===== config.mk =====
export PLATFORM = sky130hd
export DESIGN_NAME = wdt_svc_top
export DESIGN_NICKNAME = d
export VERILOG_FILES = /design/src/rtl/wdt_pkg.sv /design/src/rtl/wdt_sync.sv /design/src/rtl/wdt_count.sv /design/src/rtl/wdt_status.sv /design/src/rtl/wdt_svc_top.sv
export SDC_FILE = /design/constraint.sdc
export NUM_CORES = 1
export LEC_CHECK = 0
export ABC_AREA = 1
export ABC_CLOCK_PERIOD_IN_PS = 2180
export CAP_MARGIN = 15
export CORE_ASPECT_RATIO = 1.25
export CORE_MARGIN = 8
export CORE_UTILIZATION = 55
export DETAILED_ROUTE_END_ITERATION = 7
export DONT_BUFFER_PORTS = 1
export PLACE_DENSITY = 0.79
export SETUP_SLACK_MARGIN = 0.4
export SYNTH_ARGS = -nofsm -noshare
export SYNTH_HDL_FRONTEND = slang
export SYNTH_SLANG_ARGS = --single-unit

===== constraint.sdc =====
create_clock -name clk_i -period 2.18 [get_ports clk_i]
set_clock_uncertainty 0.15 [all_clocks]
set_input_delay 0.436 -clock clk_i [delete_from_list [all_inputs] [get_ports clk_i]]
set_output_delay 0.436 -clock clk_i [all_outputs]
set_load 0.005 [all_outputs]

===== src/rtl/wdt_pkg.sv =====
package wdt_pkg;
  typedef enum logic {
    MODE_FAST = 1'b0,
    MODE_SLOW = 1'b1
  } wdt_mode_e;

  typedef struct packed {
    logic hold;
    logic edge_seen;
    logic tick;
  } wdt_ctl_t;
endpackage


===== src/rtl/wdt_sync.sv =====
module wdt_sync #(
  parameter int unsigned STAGES = 2
) (
  input  logic clk_i,
  input  logic rst_ni,
  input  logic async_i,
  output logic edge_o
);
  logic [STAGES-1:0] chain_q;
  logic              last_q;

  for (genvar g = 0; g < STAGES; g++) begin : g_stage
    if (g == 0) begin : g_first
      always_ff @(posedge clk_i or negedge rst_ni) begin
        if (!rst_ni) chain_q[g] <= 1'b0;
        else         chain_q[g] <= async_i;
      end
    end else begin : g_next
      always_ff @(posedge clk_i or negedge rst_ni) begin
        if (!rst_ni) chain_q[g] <= 1'b0;
        else         chain_q[g] <= chain_q[g-1];
      end
    end
  end

  always_ff @(posedge clk_i or negedge rst_ni) begin
    if (!rst_ni) last_q <= 1'b0;
    else         last_q <= chain_q[STAGES-1];
  end

  // both directions restart the watchdog
  assign edge_o = chain_q[STAGES-1] ^ last_q;
endmodule


===== src/rtl/wdt_count.sv =====
module wdt_count
  import wdt_pkg::*;
#(
  parameter int unsigned FAST_MS = 100,
  parameter int unsigned SLOW_MS = 1600,
  localparam int unsigned MaxMs  = (SLOW_MS > FAST_MS) ? SLOW_MS : FAST_MS,
  localparam int unsigned CntW   = $clog2(MaxMs + 1)
) (
  input  logic      clk_i,
  input  logic      rst_ni,
  input  wdt_ctl_t  ctl_i,
  input  wdt_mode_e mode_i,
  output logic      hit_o,
  output logic      expire_o
);
  localparam logic [CntW-1:0] FastLast = CntW'(FAST_MS - 1);
  localparam logic [CntW-1:0] SlowLast = CntW'(SLOW_MS - 1);

  logic [CntW-1:0] cnt_q;
  logic [CntW-1:0] last_val;
  logic            at_end;
  logic            expire_q;

  assign last_val = (mode_i == MODE_SLOW) ? SlowLast : FastLast;
  // >= covers a switch to the short mode with a count already past its end
  assign at_end   = (cnt_q >= last_val);
  assign hit_o    = !ctl_i.hold && !ctl_i.edge_seen && ctl_i.tick && at_end;

  always_ff @(posedge clk_i or negedge rst_ni) begin
    if (!rst_ni) begin
      cnt_q <= '0;
    end else if (ctl_i.hold || ctl_i.edge_seen) begin
      cnt_q <= '0;
    end else if (ctl_i.tick) begin
      cnt_q <= at_end ? '0 : cnt_q + 1'b1;
    end
  end

  always_ff @(posedge clk_i or negedge rst_ni) begin
    if (!rst_ni) expire_q <= 1'b0;
    else         expire_q <= hit_o;
  end

  assign expire_o = expire_q;
endmodule


===== src/rtl/wdt_status.sv =====
module wdt_status
  import wdt_pkg::*;
(
  input  logic     clk_i,
  input  logic     rst_ni,
  input  wdt_ctl_t ctl_i,
  input  logic     hit_i,
  output logic     ok_o
);
  logic ok_q;

  always_ff @(posedge clk_i or negedge rst_ni) begin
    if (!rst_ni) begin
      ok_q <= 1'b1;
    end else if (ctl_i.hold || ctl_i.edge_seen) begin
      ok_q <= 1'b1;
    end else if (hit_i) begin
      ok_q <= 1'b0;
    end
  end

  assign ok_o = ok_q;
endmodule


===== src/rtl/wdt_svc_top.sv =====
module wdt_svc_top
  import wdt_pkg::*;
#(
  parameter int unsigned FAST_MS     = 100,
  parameter int unsigned SLOW_MS     = 1600,
  parameter int unsigned SYNC_STAGES = 2
) (
  input  logic clk_i,
  input  logic rst_ni,
  input  logic tick_i,
  input  logic svc_i,
  input  logic dis_i,
  input  logic slow_i,
  input  logic low_supply_i,
  output logic ok_o,
  output logic expire_o
);
  logic      svc_edge;
  logic      hit;
  wdt_ctl_t  ctl;
  wdt_mode_e mode;

  assign ctl.hold      = dis_i | low_supply_i;
  assign ctl.edge_seen = svc_edge;
  assign ctl.tick      = tick_i;
  assign mode          = slow_i ? MODE_SLOW : MODE_FAST;

  wdt_sync #(
    .STAGES (SYNC_STAGES)
  ) i_sync (
    .clk_i   (clk_i),
    .rst_ni  (rst_ni),
    .async_i (svc_i),
    .edge_o  (svc_edge)
  );

  wdt_count #(
    .FAST_MS (FAST_MS),
    .SLOW_MS (SLOW_MS)
  ) i_count (
    .clk_i    (clk_i),
    .rst_ni   (rst_ni),
    .ctl_i    (ctl),
    .mode_i   (mode),
    .hit_o    (hit),
    .expire_o (expire_o)
  );

  wdt_status i_status (
    .clk_i  (clk_i),
    .rst_ni (rst_ni),
    .ctl_i  (ctl),
    .hit_i  (hit),
    .ok_o   (ok_o)
  );
endmodule


==> impl_metrics.tcl, run 1 <==
set metrics [dict create \
    clk_path_buf_depth 2 \
    track_usage_pct 11.2 \
    start_kind "flop" \
    layout.cells.non_filler 180 \
    synth.distinct_cells 18 \
    r2r_setup_slack_ns 0.44 \
    dieWidth_um 55.3 \
    fin_util_pct 71.5 \
    arrival_ns 1.82 \
    r2r-start "i_count.cnt_q[6]" \
    path_max_fanout 6 \
    synth_cells 150 \
    cpMostUsedCell "nand2_1" \
    ant_nets 0 \
    ir_drop_v 0.000363 \
    holdPathEnd "i_sync.chain_q[0]" \
    worstSetupEndpointType "flop" \
    min_period_ns 1.74 \
    power_density_nw_per_um2 421 \
    final_common_cell "nand2_1" \
    synthXorXnorAreaFrac_pct 4.13 \
    final_nets 176 \
    die_h_um 65.1 \
    clkLatencyLatePin_ns 0.29 \
    avgSynthCellArea_um2 7.07 \
    first_pass_iters 4 \
    synth_fa_ha_area_share_pct 8.25 \
    max_stage_delay_ns 0.42 \
    antennaDiodeCount 0 \
    grt_overflow 0 \
    worst_path_max_delay_cell "dfrtp_2" \
    ys_warn_count 0 \
    synth_top_area_cell "dfrtp_1" \
    synthFlopType "dfrtp_1" \
    hp-class "primary input to flop" \
    drive_above_1_share_pct 24.8 \
    synth_compound_area_share_pct 2.71 \
    fp.dieArea_um2 3600 \
    yosys-mux-area-fraction_pct 0 \
    grt_start_max_net_pins 17 \
    crit_chain "ha_1, nand2_1, inv_2, nand2_1, nor2_1, nand2_1, nand2_2, nor2_4, nand3_2, nand2_1" \
    critical_path_class "flop to flop" \
    met1_usage_pct 11.9 \
    portBuffers 0 \
    async_reset_ff_share_pct 100 \
    drc_errors 0 \
    cp.buffers_inverters 1 \
    synth_area_leaders "dfrtp_1 35%, nand2_1 20%, inv_1 8.5%" \
    syn_to_final_growth_pct 20.4 \
    core_area_um2 1790 \
    ioPinCount 9 \
    routedWlPerCell_um 12.6 \
    crit_family "simple AND/OR/NAND/NOR gates" \
    synth_simple_gate_area_share_pct 35.0 \
    numPlacedInstances 167 \
    cts_made_buffers 3 \
    setup_tns_ns 0 \
    initial_core_util_pct 59.4 \
    worst_pin_slew_ns 0.739 \
    cts_tree "yes" \
    grt_util_met3_pct 1.92 \
    netlist_area_um2 1060 \
    leakage_nw 0.709 \
    synth_fp_nets 164 \
    grt_pass1_vias 842 \
    cts_max_level 1 \
    synth_edf_count 0 \
    clk_pin_slew_ns 0.10 \
    finalWirelength_um 2270 \
    num_rows 17 \
    rr_endpoint "i_count.cnt_q[4]" \
    gp_congestion 0.799 \
    ys_seq_area_share_pct 37.9 \
    num_vias 957 \
    place_hpwl_um 1490 \
    ys_ff_latch 16 \
    min_from "svc_i" \
    first_iter_violations 26 \
    setup-violations-final 0 \
    rsz0062_at_grt "true" \
    maxSlewHeadroom_pct 50.6 \
    reg2reg_depth 10 \
    layout_common_cells "54 x nand2_1, 22 x inv_1, 11 x nor2_1, 11 x nand3_1, 10 x dfrtp_1" \
    fmaxAchievable_mhz 576 \
    antenna_found_initial 0 \
    slew_viol_final 0 \
    yosys.area.top_type_share_pct 35.4 \
    hold_viol 0 \
    cts-root-buf "clkbuf_4" \
    finalCritPeriodShare_pct 79.7 \
    via_per_inst 5.32 \
    synth_top_family_by_area "simple AND/OR/NAND/NOR gates" \
    status "finished clean" \
    numClockSinks 16 \
    grt_pass1_wl_um 3420 \
    fillers 138 \
    maxCapViolations 0 \
    met2_usage_pct 20.4 \
    top_usage_layer "met2" \
    min_path_cells 0 \
    required_ns 2.26 \
]
## state kept, by name (all words and copies together) (netlist names)
| signal | flops |
|---|---|
| i_count.cnt_q | 11 |
| i_count.expire_o | 1 |
| i_status.ok_o | 1 |
| i_sync.chain_q | 2 |
| i_sync.last_q | 1 |
## worst max-delay path by stage
stage,startpoint,endpoint,slack (ns),cells after the start
floorplan,slow_i,i_count.cnt_q[4],0.48,12
global route,i_count.cnt_q[6],i_count.cnt_q[4],0.34,10
global placement,slow_i,i_count.cnt_q[3],0.27,11
detailed placement,slow_i,i_count.cnt_q[9],0.17,11
finish,i_count.cnt_q[6],i_count.cnt_q[4],0.44,10
CTS,i_count.cnt_q[9],i_count.cnt_q[9],0.40,10
## synth_stat cells (all sizes together), types with 2 or more instances
cell type and instances:
ha 7, inv 24, nand4 2, dfrtp 15, xnor2 2, nand3 17, buf 3, nand2 58
xor2 3, nor2 13
## what timing repair did
item | CTS | global route
pin swaps | 0 | 7
endpoints found under the setup margin | 11 | 11
buffers inserted | 0 | 7
endpoints found under the hold margin | 16 | 0
resized for setup | 1 | 22
hold buffers | 1 | 0
cloned | 0 | 1
## metrics by stage
stage / worst slack, ns / instance area (µm²) / hold slack (ns) / power (mW)
6_report: 0.443 / 1280 / 0.0132 / 0.537
4_1_cts: 0.404 / 1110 / 0.00782 / 0.534
5_1_grt: 0.344 / 1280 / 0.00692 / 0.555
2_1_floorplan: 0.480 / 1060 / -0.00959 / 0.325
3_5_place_dp: 0.165 / 1060 / -0.00908 / 0.329
3_3_place_gp: 0.267 / 1060 / -0.00911 / 0.327
## where the power goes
group | internal, mW | leakage, nW | total, mW | switching [mW]
Clock | 0.102 | 0.0210 | 0.201 | 0.0988
Combinational | 0.0120 | 0.483 | 0.0336 | 0.0216
Sequential | 0.300 | 0.205 | 0.303 | 0.00284
Total | 0.414 | 0.709 | 0.537 | 0.123
## routing by layer
layer	up-vias	part of all wire [%]
li1	479	-
met1	451	40
met2	21	54
met3	6	4.6
met4	0	2.0
met5	-	0
## worst reg2reg max path, cell delays in order, from the launching register on
cell and delay (ns):
dfrtp_2 0.42, ha_1 0.26, nand2_1 0.08, inv_2 0.04, nand2_1 0.06, nor2_1 0.04, nand2_1 0.09, nand2_2 0.11
nor2_4 0.26, nand3_2 0.09, nand2_1 0.08
## final cells by class
cell class / count / area (µm²) / share of cell area, %
tap: 19 / 23.8 / 1.86
timing repair buffer: 10 / 77.6 / 6.07
multi-input combinational: 107 / 638 / 50.0
clock buffer: 4 / 36.3 / 2.84
inverter: 24 / 93.8 / 7.35
sequential: 16 / 408 / 31.9
## cell families after synthesis
kind of cell / count (synthesis)
AOI/OAI and AO/OA: 4
xor gates and xnor gates: 5
adders and majority gates: 7
buffers and inverters: 28
DFF: 16
and+or+nand+nor: 90
(Power assumes the default switching activity.)
==> run 2, diff against run 1 <==
ABC_CLOCK_PERIOD_IN_PS = 1700   (was 2180)
clock period = 1.7 ns   (was 2.18 ns; I/O delays follow)
==> run 2 against run 1 <==
Compared with the run above:
- the run now ends with setup timing left
- sequential share of layout area shrank 2.2 points
- routed wire length increased by 16%
- sequential power increased by 28%
- total power is 31% higher
- combinational power rose by 44%
- register-to-register slack lost 0.46 ns
- global-route usage rose by 1.7 points
- core utilization is 4.1 points higher
- fmax up 1.2%
- clock-buffer cell count stayed put
- worst hold slack worse by 0.0092 ns
- via count rose by 7.9%
- highest routed layer unchanged
==> impl_metrics.tcl, run 2 (synthesis gave the netlist of run 1 again) <==
set metrics [dict create \
    cts_tree "yes" \
    crit_chain "ha_4, nand2_2, inv_1, nand2_2, nor2_2, nand2_2, buf_4, nand3_1, nand2_1, inv_1, nor2_1" \
    clk_path_buf_depth 2 \
    met1_length_um 1000 \
    antenna_found_initial 0 \
    worstSetupEndpointType "flop" \
    cts_made_buffers 3 \
    violations "setup timing" \
    min_period_ns 1.72 \
    portBuffers 0 \
    wl_met2_um 1410 \
    max_stage_delay_ns 0.44 \
    layout.cells.non_filler 187 \
    die_h_um 65.1 \
    status "complete, but fails checks" \
    setup-violations-final 1 \
    num_rows 17 \
    maxSlewHeadroom_pct 50.9 \
    arrival_ns 1.80 \
    fillers 125 \
    reg.largest.list "i_count.cnt_q (11), i_sync.chain_q (2)" \
    clkLatencyLatePin_ns 0.30 \
    grt_pass1_wl_um 3860 \
    slew_viol_final 0 \
    cp.buffers_inverters 3 \
    dieWidth_um 55.3 \
    ir_drop_v 0.000553 \
    maxCapViolations 0 \
    antennaDiodeCount 0 \
    routedWlPerCell_um 14.1 \
    cts_max_level 1 \
    wl_met3_um 109 \
    first_iter_violations 34 \
    layout_common_cells "51 x nand2_1, 21 x inv_1, 15 x dfrtp_1, 15 x buf_4" \
    worst_pin_slew_ns 0.736 \
    drive_above_1_share_pct 29.2 \
    fp.dieArea_um2 3600 \
    final_common_cell "nand2_1" \
    ioPinCount 9 \
    cts-root-buf "clkbuf_4" \
    leakage_nw 0.768 \
    rsz0062_at_grt "true" \
    grt_start_max_net_pins 17 \
    worst_hold_slack_ns 0.00397 \
    grt_overflow 0 \
    place_hpwl_um 1510 \
    crit_family "simple AND/OR/NAND/NOR gates" \
    cpMostUsedCell "nand2_2" \
    critical_path_class "flop to flop" \
    clk_pin_slew_ns 0.11 \
    grt_pass1_vias 940 \
    top_layer_used "met4" \
    core_area_um2 1790 \
    finalWirelength_um 2630 \
    required_ns 1.79 \
    largest_register_ffs 11 \
    multi_input_area_um2 661 \
    first_pass_iters 4 \
    fin_util_pct 75.6 \
    hp-class "primary input to asynchronous set/reset pin" \
    final_nets 183 \
    worst_path_max_delay_cell "dfrtp_1" \
    numClockSinks 16 \
    ant_nets 0 \
    initial_core_util_pct 59.4 \
    track_usage_pct 12.9 \
    gp_congestion 0.868 \
    syn_to_final_growth_pct 27.2 \
    via_per_inst 5.52 \
    setup_ws_ns -0.0171 \
    drc_errors 0 \
    path_max_fanout 2 \
    fmaxAchievable_mhz 582 \
    num_vias 1033 \
    hold_viol 0 \
    start_kind "flop" \
    numPlacedInstances 175 \
    seq_area_um2 402 \
    regMostFlops "i_count.cnt_q" \
    power_density_nw_per_um2 520 \
    finalCritPeriodShare_pct 101 \
    setup_tns_ns -0.0171 \
]
## run 2: changes by cell type in the layout (fill, tap and decap cells not counted), moves of 2 or more
cell,previous run,this run
nand3_1,11,7
nand2_1,54,51
dfrtp_2,5,0
buf_4,9,15
dfrtp_1,10,15
nand3_2,6,10
nand2_2,4,6
## run 2: cell type report
| type | instances | share of cell area [%] |
|---|---|---|
| sequential | 16 | 29.7 |
| timing repair buffer | 17 | 10.0 |
| tap | 19 | 1.76 |
| multi-input combinational | 107 | 48.9 |
| inverter | 24 | 6.86 |
| clock buffer | 4 | 2.69 |
## run 2: where the power goes
| part | leakage (nW) | switching, mW | internal (mW) | total, mW |
|---|---|---|---|---|
| clock | 0.0210 | 0.135 | 0.131 | 0.266 |
| sequential | 0.213 | 0.00234 | 0.385 | 0.387 |
| combinational | 0.535 | 0.0310 | 0.0174 | 0.0484 |
| total | 0.768 | 0.169 | 0.533 | 0.702 |
## run 2: worst paths after layout
path,endpoint,slack [ns],cells after the start,from
worst max-delay path,i_status.ok_o,-0.02,11,i_count.cnt_q[9]
worst min register to register,i_sync.chain_q[1],0.22,0,i_sync.chain_q[0]
max in group asynchronous,i_sync.last_q,0.93,1,rst_ni
min in group clk_i,i_status.ok_o,0.21,4,dis_i
worst min-delay path,i_count.cnt_q[7],0.004,1,rst_ni
worst max register to register,i_status.ok_o,-0.02,11,i_count.cnt_q[9]
## run 2: timing repair
| item | in CTS | in global routing |
|---|---|---|
| pin swaps | 2 | 14 |
| buffers inserted | 2 | 3 |
| hold buffers | 2 | 0 |
| resized for setup | 7 | 21 |
| setup endpoints to repair | 14 | 22 |
| gates cloned | 1 | 0 |
| endpoints found under the hold margin | 17 | 0 |
## run 2: layer usage
| layer | track usage [%] | vias up |
|---|---|---|
| li1 | - | 496 |
| met1 | 13.1 | 490 |
| met2 | 23.6 | 35 |
| met3 | 2.50 | 12 |
| met4 | 8.33 | 0 |
| met5 | 0 | - |
## run 2: worst register-to-register path, stage by stage (launching register included)
cell and delay, ns:
dfrtp_1 0.44, ha_4 0.28, nand2_2 0.04, inv_1 0.06, nand2_2 0.06, nor2_2 0.16
nand2_2 0.10, buf_4 0.14, nand3_1 0.06, nand2_1 0.05, inv_1 0.07, nor2_1 0.05
## run 2: through the flow
stage / setup WS (ns) / instance area (µm²) / total power [mW]
2_1_floorplan: 0.127 / 1060 / 0.418
3_3_place_gp: -0.0780 / 1120 / 0.421
3_5_place_dp: -0.127 / 1120 / 0.423
4_1_cts: 0.0164 / 1230 / 0.694
5_1_grt: -0.104 / 1350 / 0.729
6_report: -0.0171 / 1350 / 0.702
